File: config.mk
export PLATFORM = sky130hd
export DESIGN_NAME = dma_ctx_tracker
export DESIGN_NICKNAME = d
export VERILOG_FILES = /design/src/rtl/dma_ctx_pkg.sv /design/src/rtl/dma_ctx_lvl.sv /design/src/rtl/dma_ctx_status.sv /design/src/rtl/dma_ctx_tracker.sv
export SDC_FILE = /design/constraint.sdc
export NUM_CORES = 1
export LEC_CHECK = 0
export BUFFER_PORTS_ARGS = -buffer_cell sky130_fd_sc_hd__buf_2
export CORE_MARGIN = 3
export CORE_UTILIZATION = 44
export CTS_CLUSTER_SIZE = 40
export DETAILED_ROUTE_END_ITERATION = 16
export GPL_TIMING_DRIVEN = 0
export PLACE_DENSITY = 0.84
export SLEW_MARGIN = 20
export SYNTH_ARGS = -nofsm -noshare
export SYNTH_HDL_FRONTEND = slang
export SYNTH_SLANG_ARGS = --single-unit
export TNS_END_PERCENT = 50
File: constraint.sdc
create_clock -name clk -period 2.4 [get_ports clk]
set_input_delay 0.12 -clock clk [delete_from_list [all_inputs] [get_ports clk]]
set_output_delay 0.12 -clock clk [all_outputs]
set_load 0.03 [all_outputs]
File: src/rtl/dma_ctx_pkg.sv
`timescale 1ns/1ps
package dma_ctx_pkg;
    typedef enum logic [2:0] {
        ST_IDLE,
        ST_SAVE,
        ST_FETCH,
        ST_LOAD,
        ST_ACTIVE,
        ST_RETIRE
    } ctx_state_e;
endpackage

File: src/rtl/dma_ctx_lvl.sv
`timescale 1ns/1ps
// Per-level pending/executing flags.
module dma_ctx_lvl #(
    parameter int NUM_CH = 32,
    parameter int LVL_W  = 2,
    localparam int NUM_LVL = 1 << LVL_W
) (
    input  logic [NUM_CH-1:0]       pend_req,
    input  logic [NUM_CH*LVL_W-1:0] ch_lvl,
    input  logic                    act_vld,
    input  logic [LVL_W-1:0]        act_lvl,
    output logic [NUM_LVL-1:0]      lvl_flags
);
    for (genvar l = 0; l < NUM_LVL; l++) begin : g_lvl
        logic [NUM_CH-1:0] hit;
        for (genvar c = 0; c < NUM_CH; c++) begin : g_ch
            assign hit[c] = pend_req[c] && (ch_lvl[c*LVL_W +: LVL_W] == LVL_W'(l));
        end
        assign lvl_flags[l] = (|hit) || (act_vld && (act_lvl == LVL_W'(l)));
    end
endmodule

File: src/rtl/dma_ctx_status.sv
`timescale 1ns/1ps
// Packs the active context into the 32-bit status word.
module dma_ctx_status #(
    parameter int CNT_W   = 16,
    parameter int ID_W    = 5,
    parameter int NUM_LVL = 4
) (
    input  logic [CNT_W-1:0]   cnt,
    input  logic               busy,
    input  logic [ID_W-1:0]    id,
    input  logic [NUM_LVL-1:0] lvl,
    output logic [31:0]        word
);
    localparam int CNT_LSB  = 16;
    localparam int BUSY_BIT = 15;
    localparam int ID_LSB   = 8;

    always_comb begin
        word                      = '0;
        word[CNT_LSB +: CNT_W]    = cnt;
        word[BUSY_BIT]            = busy;
        word[ID_LSB +: ID_W]      = id;
        word[NUM_LVL-1:0]         = lvl;
    end
endmodule

File: src/rtl/dma_ctx_tracker.sv
`timescale 1ns/1ps
// Active channel context: save/restore against a per-channel write-back RAM.
module dma_ctx_tracker
    import dma_ctx_pkg::*;
#(
    parameter int NUM_CH = 32,
    parameter int CNT_W  = 16,
    parameter int LVL_W  = 2,
    localparam int ID_W    = $clog2(NUM_CH),
    localparam int NUM_LVL = 1 << LVL_W
) (
    input  logic                    clk,
    input  logic                    rst_n,
    input  logic                    grant_vld,
    input  logic [ID_W-1:0]         grant_id,
    input  logic [LVL_W-1:0]        grant_lvl,
    input  logic                    beat_done,
    input  logic [NUM_CH-1:0]       pend_req,
    input  logic [NUM_CH*LVL_W-1:0] ch_lvl,
    output logic                    wb_en,
    output logic                    wb_we,
    output logic [ID_W-1:0]         wb_addr,
    output logic [CNT_W-1:0]        wb_wdata,
    input  logic [CNT_W-1:0]        wb_rdata,
    output logic                    chan_done,
    output logic [31:0]             status
);
    ctx_state_e           state_q, state_d;
    logic [CNT_W-1:0]     act_cnt_q;
    logic [ID_W-1:0]      act_id_q, sav_id_q;
    logic [LVL_W-1:0]     act_lvl_q, nxt_lvl_q;
    logic                 grant_take;
    logic                 busy;
    logic [NUM_LVL-1:0]   lvl_flags;

    assign grant_take = grant_vld && (state_q == ST_IDLE || state_q == ST_ACTIVE);

    // State register
    always_ff @(posedge clk) begin
        if (!rst_n) state_q <= ST_IDLE;
        else        state_q <= state_d;
    end

    // Next state
    always_comb begin
        state_d = state_q;
        unique case (state_q)
            ST_IDLE:   if (grant_vld) state_d = ST_FETCH;
            ST_SAVE:   state_d = ST_FETCH;
            ST_FETCH:  state_d = ST_LOAD;
            ST_LOAD:   state_d = (wb_rdata == '0) ? ST_IDLE : ST_ACTIVE;
            ST_ACTIVE: begin
                if (grant_vld)
                    state_d = ST_SAVE;
                else if (beat_done && act_cnt_q == CNT_W'(1))
                    state_d = ST_RETIRE;
            end
            ST_RETIRE: state_d = ST_IDLE;
            default:   state_d = ST_IDLE;
        endcase
    end

    // Context registers
    always_ff @(posedge clk) begin
        if (!rst_n) begin
            act_cnt_q <= '0;
            act_id_q  <= '0;
            sav_id_q  <= '0;
            act_lvl_q <= '0;
            nxt_lvl_q <= '0;
        end else if (grant_take) begin
            sav_id_q  <= act_id_q;
            act_id_q  <= grant_id;
            nxt_lvl_q <= grant_lvl;
        end else if (state_q == ST_LOAD) begin
            act_cnt_q <= wb_rdata;
            act_lvl_q <= nxt_lvl_q;
        end else if (state_q == ST_ACTIVE && beat_done) begin
            act_cnt_q <= act_cnt_q - CNT_W'(1);
        end
    end

    // Outputs per state
    always_comb begin
        wb_en     = 1'b0;
        wb_we     = 1'b0;
        wb_addr   = act_id_q;
        wb_wdata  = act_cnt_q;
        chan_done = 1'b0;
        busy      = 1'b0;
        unique case (state_q)
            ST_IDLE:   ;
            ST_SAVE: begin
                wb_en   = 1'b1;
                wb_we   = 1'b1;
                wb_addr = sav_id_q;
                busy    = 1'b1;
            end
            ST_FETCH: wb_en = 1'b1;
            ST_LOAD:   ;
            ST_ACTIVE: busy = 1'b1;
            ST_RETIRE: begin
                wb_en     = 1'b1;
                wb_we     = 1'b1;
                chan_done = 1'b1;
                busy      = 1'b1;
            end
            default:   ;
        endcase
    end

    dma_ctx_lvl #(.NUM_CH(NUM_CH), .LVL_W(LVL_W)) u_lvl (
        .pend_req  (pend_req),
        .ch_lvl    (ch_lvl),
        .act_vld   (busy),
        .act_lvl   (act_lvl_q),
        .lvl_flags (lvl_flags)
    );

    dma_ctx_status #(.CNT_W(CNT_W), .ID_W(ID_W), .NUM_LVL(NUM_LVL)) u_stat (
        .cnt  (act_cnt_q),
        .busy (busy),
        .id   (act_id_q),
        .lvl  (lvl_flags),
        .word (status)
    );
endmodule

# Word-level counts from Yosys, hierarchy flattened
# Index checks and enable logic that the tools add are counted.
[classes] bitwise=1 mux=12 reduce_logical=186 add_sub_neg=1 n_eq_ne=107
[ops] cell="$logic_and A1 B1 Y1" count=135
[ops] cell="$eq A2 B2 Y1 const B" count=66
[ops] cell="$reduce_or A32 Y1" count=4
[ops] cell="$eq A2 B1 Y1 const B" count=33
[ops] cell="$logic_not A2 Y1" count=33
[ops] cell="$mux W16" count=2
[ops] cell="$eq A16 B1 Y1 const B" count=1
[ops] cell="$logic_not A16 Y1" count=1
[ops] cell="$sub A16 B1 Y16 const B" count=1
[ops] cell="$pmux W3 S5" count=1
[ops] cell="$mux W3" count=4
[ops] cell="$eq A3 B2 Y1 const B" count=2
[ops] cell="$eq A3 B3 Y1 const B" count=2
[ops] cell="$reduce_and A2 Y1" count=3
[ops] cell="$reduce_or A3 Y1" count=2
[ops] cell="$logic_or A1 B1 Y1" count=5
[ops] cell="$mux W5" count=1
[ops] cell="$mux W1" count=4
[ops] cell="$eq A3 B1 Y1 const B" count=1
[ops] cell="$logic_not A3 Y1" count=1
[ops] cell="$ne A3 B3 Y1 const B" count=1
[ops] cell="$ne A2 B2 Y1 const B" count=1
[ops] cell="$reduce_bool A2 Y1" count=1
[ops] cell="$reduce_or A2 Y1" count=1
[ops] cell="$not A1 Y1" count=1
[totals] elab_cells=313 regBits=33 in_bits=123 out_inout_bits=56

# Longest topological paths before layout
[logic_depth] word_depth=5 ltp_mapped=7 mapped_depth_nobuf=7

# By module
# Synthesis repeated with hierarchy kept, for this count alone.
[hier_totals] hier_cells=423 area_unflattened_um2=3065.4
[modules_own_cells] module="dma_ctx_tracker" area_per_inst_um2=1649.1 seq_area_each_um2=660.6 n_inst=1 cells_each=206
[modules_own_cells] module="dma_ctx_lvl" area_per_inst_um2=1172.4 seq_area_each_um2=0.0 n_inst=1 cells_each=184
[modules_own_cells] module="dma_ctx_status" area_per_inst_um2=244.0 seq_area_each_um2=0.0 n_inst=1 cells_each=33

# Worst setup path after synthesis
# No wires, ideal clock.
[synth_timing] path_type="reg-to-reg" startpoint="register act_cnt_q[2] (netlist: wb_wdata[2])" endpoint="register act_cnt_q[13] (netlist: wb_wdata[13])" stages_incl_launch_ff=6 required_ns=2.330 path_buffers=1 path_slack_ns=0.398 arrival_ns=1.932 setup_ns=0.070 period_less_slack_ns=2.002 cell_sequence="dfxtp_1 or4_1 buf_2 or4_1 xor2_1 a21oi_1"
[synth_via] elab_chain_len=3
[synth_lines] item="from (decl)" line="dma_ctx_tracker.sv:29" source="logic [CNT_W-1:0] act_cnt_q;"
[synth_lines] item="from (signal assigned)" line="dma_ctx_tracker.sv:76" source="act_cnt_q <= wb_rdata;"
[synth_lines] item="from (signal assigned)" line="dma_ctx_tracker.sv:79" source="act_cnt_q <= act_cnt_q - CNT_W'(1);"
[synth_lines] item="$sub A16 B1 Y16" line="dma_ctx_tracker.sv:79"
[synth_lines] item="$mux W16" line="dma_ctx_tracker.sv:78" source="end else if (state_q == ST_ACTIVE && beat_done) begin"
[synth_lines] item="$mux W16" line="dma_ctx_tracker.sv:75" source="end else if (state_q == ST_LOAD) begin"
# No other way between the ends. The select of a mux whose other input is x is not followed.
# A chain may end at the register's enable or synchronous reset.

# Final worst setup path
[layout_timing] startpoint="register state_q[1]" endpoint="register act_cnt_q[5] (netlist: wb_wdata[5])"
[layout_via] elab_chain_len=5 elab_cells_between_ends=10 cone_classes="eq/ne: 2; mux: 1; bitwise: 1; reduce/logical: 6"
[layout_lines] item="from (decl)" line="dma_ctx_tracker.sv:28" source="ctx_state_e state_q, state_d;"
[layout_lines] item="from (signal assigned)" line="dma_ctx_tracker.sv:41" source="else state_q <= state_d;"
[layout_lines] item="$eq A3 B3 Y1 / $logic_not A3 Y1 (equally long branches)" line="dma_ctx_tracker.sv:36, dma_ctx_tracker.sv:78"
[layout_lines] item="$logic_or A1 B1 Y1" line="dma_ctx_tracker.sv:36" source="assign grant_take = grant_vld && (state_q == ST_IDLE || state_q == ST_ACTIVE);"
[layout_lines] item="$logic_and A1 B1 Y1" line="dma_ctx_tracker.sv:36"
[layout_lines] item="$not A1 Y1 (no line)"
[layout_lines] item="$reduce_and A2 Y1 (no line)"
# Several ways; a longest one is shown, not always the timed one.

==> results.py <==
metrics = {
    "setup_path": {
        "cp_cell_sequence": "buf_2 > nor4b_4 > nand3_2 > or4_1 > xor2_1 > a21oi_1",
        "cpLargestDelayFamily": "simple AND/OR/NAND/NOR gates",
        "criticalPathCategory": "register to register",
        "required_ns": 2.60,
        "crit_buf_inv": 1,
        "endpoint_kind": "register",
        "critPathArrivalTime_ns": 2.29,
        "critPathMaxFanout": 9,
        "max_stage_delay_ns": 0.47,
        "critPathLaunch": "state_q[1]",
        "slowest_stage": "or4_1",
        "start_kind": "register",
        "reg2reg_from": "state_q[1]",
    },
    "grt": {
        "grt_max_degree": 11,
        "track_usage_pct": 26.1,
        "grt_pass1_vias": 3419,
        "grt_pass1_wl_mm": 15.9,
        "grt_overflow": 0,
        "antenna_found_initial": 0,
    },
    "timing": {
        "period_needed_ns": 2.09,
        "final-hold-violation-count": 0,
        "rsz0062_at_grt": "false",
        "maxSlewHeadroom_pct": 66.6,
        "setup-tns-final_ns": 0,
        "min_period_over_period_pct": 87.2,
        "finalSetupViolCount": 0,
        "finClkSkew_ns": 0.00362,
        "slew_viol_final": 0,
        "fmax_ghz": 0.478,
        "tightest_slew_ns": 0.501,
    },
    "power_and_ir_drop": {
        "power_density_nw_per_um2": 413,
        "finalPower_uw": 1660,
        "p_leak_uw": 0.00187,
        "ir_drop_v": 0.000418,
    },
    "die": {
        "io_pins": 179,
        "start_util_pct": 46.1,
        "die_height_um": 88.0,
        "die_width_um": 88.0,
        "die_area_um2": 7750,
        "num_rows": 29,
        "core_um2": 6420,
    },
    "synthesis": {
        "synth-xor-area-share_pct": 4.14,
        "yosys.area.top_type_share_pct": 22.3,
        "synth_compound_area_share_pct": 15.2,
        "synthSimpleGateAreaFrac_pct": 47.4,
        "synth_top_family_by_area": "simple AND/OR/NAND/NOR gates",
        "syn_area_um2": 2960,
        "syn_inst": 418,
        "yosys.area_share.adder_pct": 0.845,
        "synth_area_leaders": "dfxtp_1, nand2_1, nor3b_1, nand3b_1, nand3_1",
        "synth_top_cell_by_area": "dfxtp_1",
        "yosys_register_bits": 33,
        "yosysSeqAreaShare_pct": 22.3,
        "synth.distinct_cells": 45,
        "synth_area_per_cell_um2": 7.09,
        "muxShareOfSynthArea_pct": 1.90,
        "yosys_warnings": 0,
    },
    "route": {
        "wl_per_cell_um": 16.0,
        "drt_iter0_drc": 180,
        "vias": 3861,
        "drtPass1Iterations": 5,
        "wl_mm": 10.9,
        "ant_nets": 0,
        "vias_per_cell": 5.69,
        "drc_errors": 0,
    },
    "cts": {
        "cts_tree": "built",
        "cts-root-buf": "clkbuf_8",
        "post_cts_resized": 0,
        "cts_hold_buffers": 0,
        "postCtsSetupBuffers": 0,
        "clk_pin_slew_ns": 0.07,
        "htreeDepth": 2,
        "cts_buffers": 5,
        "clock_path_buffers": 2,
        "clk_latency_ns": 0.28,
        "clkSinkCount": 33,
    },
    "worst_hold_path": {
        "hold_path.class": "input pin to register",
        "hp-start": "grant_lvl[0]",
    },
    "placement": {
        "detailed_place.area_um2": 3940,
        "gp_congestion": 0.946,
        "hpwl_mm": 9.10,
        "port-buffer-count": 172,
    },
    "finish": {
        "antenna_cells": 0,
        "seq_area_um2": 661,
        "multi_input_area_um2": 2080,
        "final_nets": 727,
        "final_area_um2": 4020,
        "nFillCells": 583,
        "syn2layout_area_growth_pct": 35.9,
        "drive_gt1_share_pct": 35.7,
    },
    "run_status": {
        "outcome": "complete, no violations",
    },
    "job": {
        "cap_violations": 0,
    },
}
==> worst reg2reg max path: cells and delay by family (launching register included) <==
family          cells  cell delay [ns]
compound gates      1             0.19
simple gates        3             1.20
xor+xnor            1             0.16
buf+inv             1             0.17
flops               1             0.30
==> where the power goes <==
part	internal (uW)	switching, uW
clock	227	199
sequential	575	29.6
combinational	256	376
==> per-layer routing <==
layer	vias up	global-route usage, %	routed length, um
li1	1882	-	-
met1	1744	31.2	4180
met2	211	46.3	5350
met3	24	4.80	1030
met4	0	10.2	306
met5	-	0	0
==> sequential cells by signal (all words and copies together), names as in the netlist <==
register,flops
act_lvl_q,2
state_q,3
act_id_q,5
sav_id_q,5
nxt_lvl_q,2
wb_wdata,16
==> final timing paths <==
check	endpoint	slack [ns]	depth (start not counted)
setup / recovery	wb_wdata[5]	0.31	6
hold / removal	nxt_lvl_q[0]	0.09	3
setup reg to reg	wb_wdata[5]	0.31	6
hold reg to reg	act_lvl_q[1]	0.45	2
==> Yosys cell counts, drive strengths merged <==
| cell type | number |
|---|---|
| a21oi | 18 |
| a22oi | 1 |
| nand3b | 26 |
| xnor2 | 9 |
| nand3 | 39 |
| or3 | 4 |
| a41o | 1 |
| nor2b | 3 |
| ha | 2 |
| or4 | 4 |
| nor4b | 2 |
| o22ai | 18 |
| a211oi | 2 |
| xor2 | 5 |
| nor3b | 28 |
| nor2 | 13 |
| nand4 | 16 |
| dfxtp | 33 |
| mux2 | 5 |
| nand2 | 77 |
| conb | 1 |
| or2 | 1 |
| clkbuf | 7 |
| o32ai | 2 |
| and3 | 1 |
| a311oi | 1 |
| inv | 7 |
| and4bb | 1 |
| and4 | 1 |
| and2 | 3 |
| buf | 26 |
| a21boi | 11 |
| nor4 | 19 |
| o211a | 2 |
| nor3 | 9 |
| o21ai | 16 |
| nand2b | 4 |
==> stage by stage <==
stage | utilization [%] | hold WS (ns) | instances | setup slack (ns)
final | 62.7 | 0.0858 | 679 | 0.308
after global routing | 62.7 | 0.0851 | 679 | 0.215
after CTS | 62.7 | 0.0825 | 679 | 0.342
after detailed placement | 61.3 | 0.382 | 672 | 0.409
after global placement | 61.3 | 0.370 | 672 | 0.433
after floorplan | - | 0.256 | 423 | 0.398
==> final cells by class <==
| type | instances | area share, % |
|---|---|---|
| multi-input combinational | 350 | 51.7 |
| buffer | 33 | 5.32 |
| inverter | 7 | 0.653 |
| timing repair buffer | 172 | 21.4 |
| sequential | 33 | 16.4 |
| tap | 77 | 2.39 |
| clock buffer | 7 | 2.15 |
==> placed cells by master, fill, tap and decap left out, drive strengths merged, types with 14 or more instances in the layout <==
cell type | synthesis | layout
a21oi | 18 | 18
buf | 26 | 198
clkbuf | 7 | 14
dfxtp | 33 | 33
nand2 | 77 | 77
nand3 | 39 | 39
nand3b | 26 | 26
nand4 | 16 | 16
nor3b | 28 | 28
nor4 | 19 | 19
o21ai | 16 | 16
o22ai | 18 | 18
==> cells by family after synthesis <==
family / count (synthesis)
compound gates: 72
xor+xnor: 14
fa+ha+maj: 2
buf+inv: 40
flops: 33
mux: 5
other cells: 1
simple gates: 251
Power figures use the tool's default switching activity.
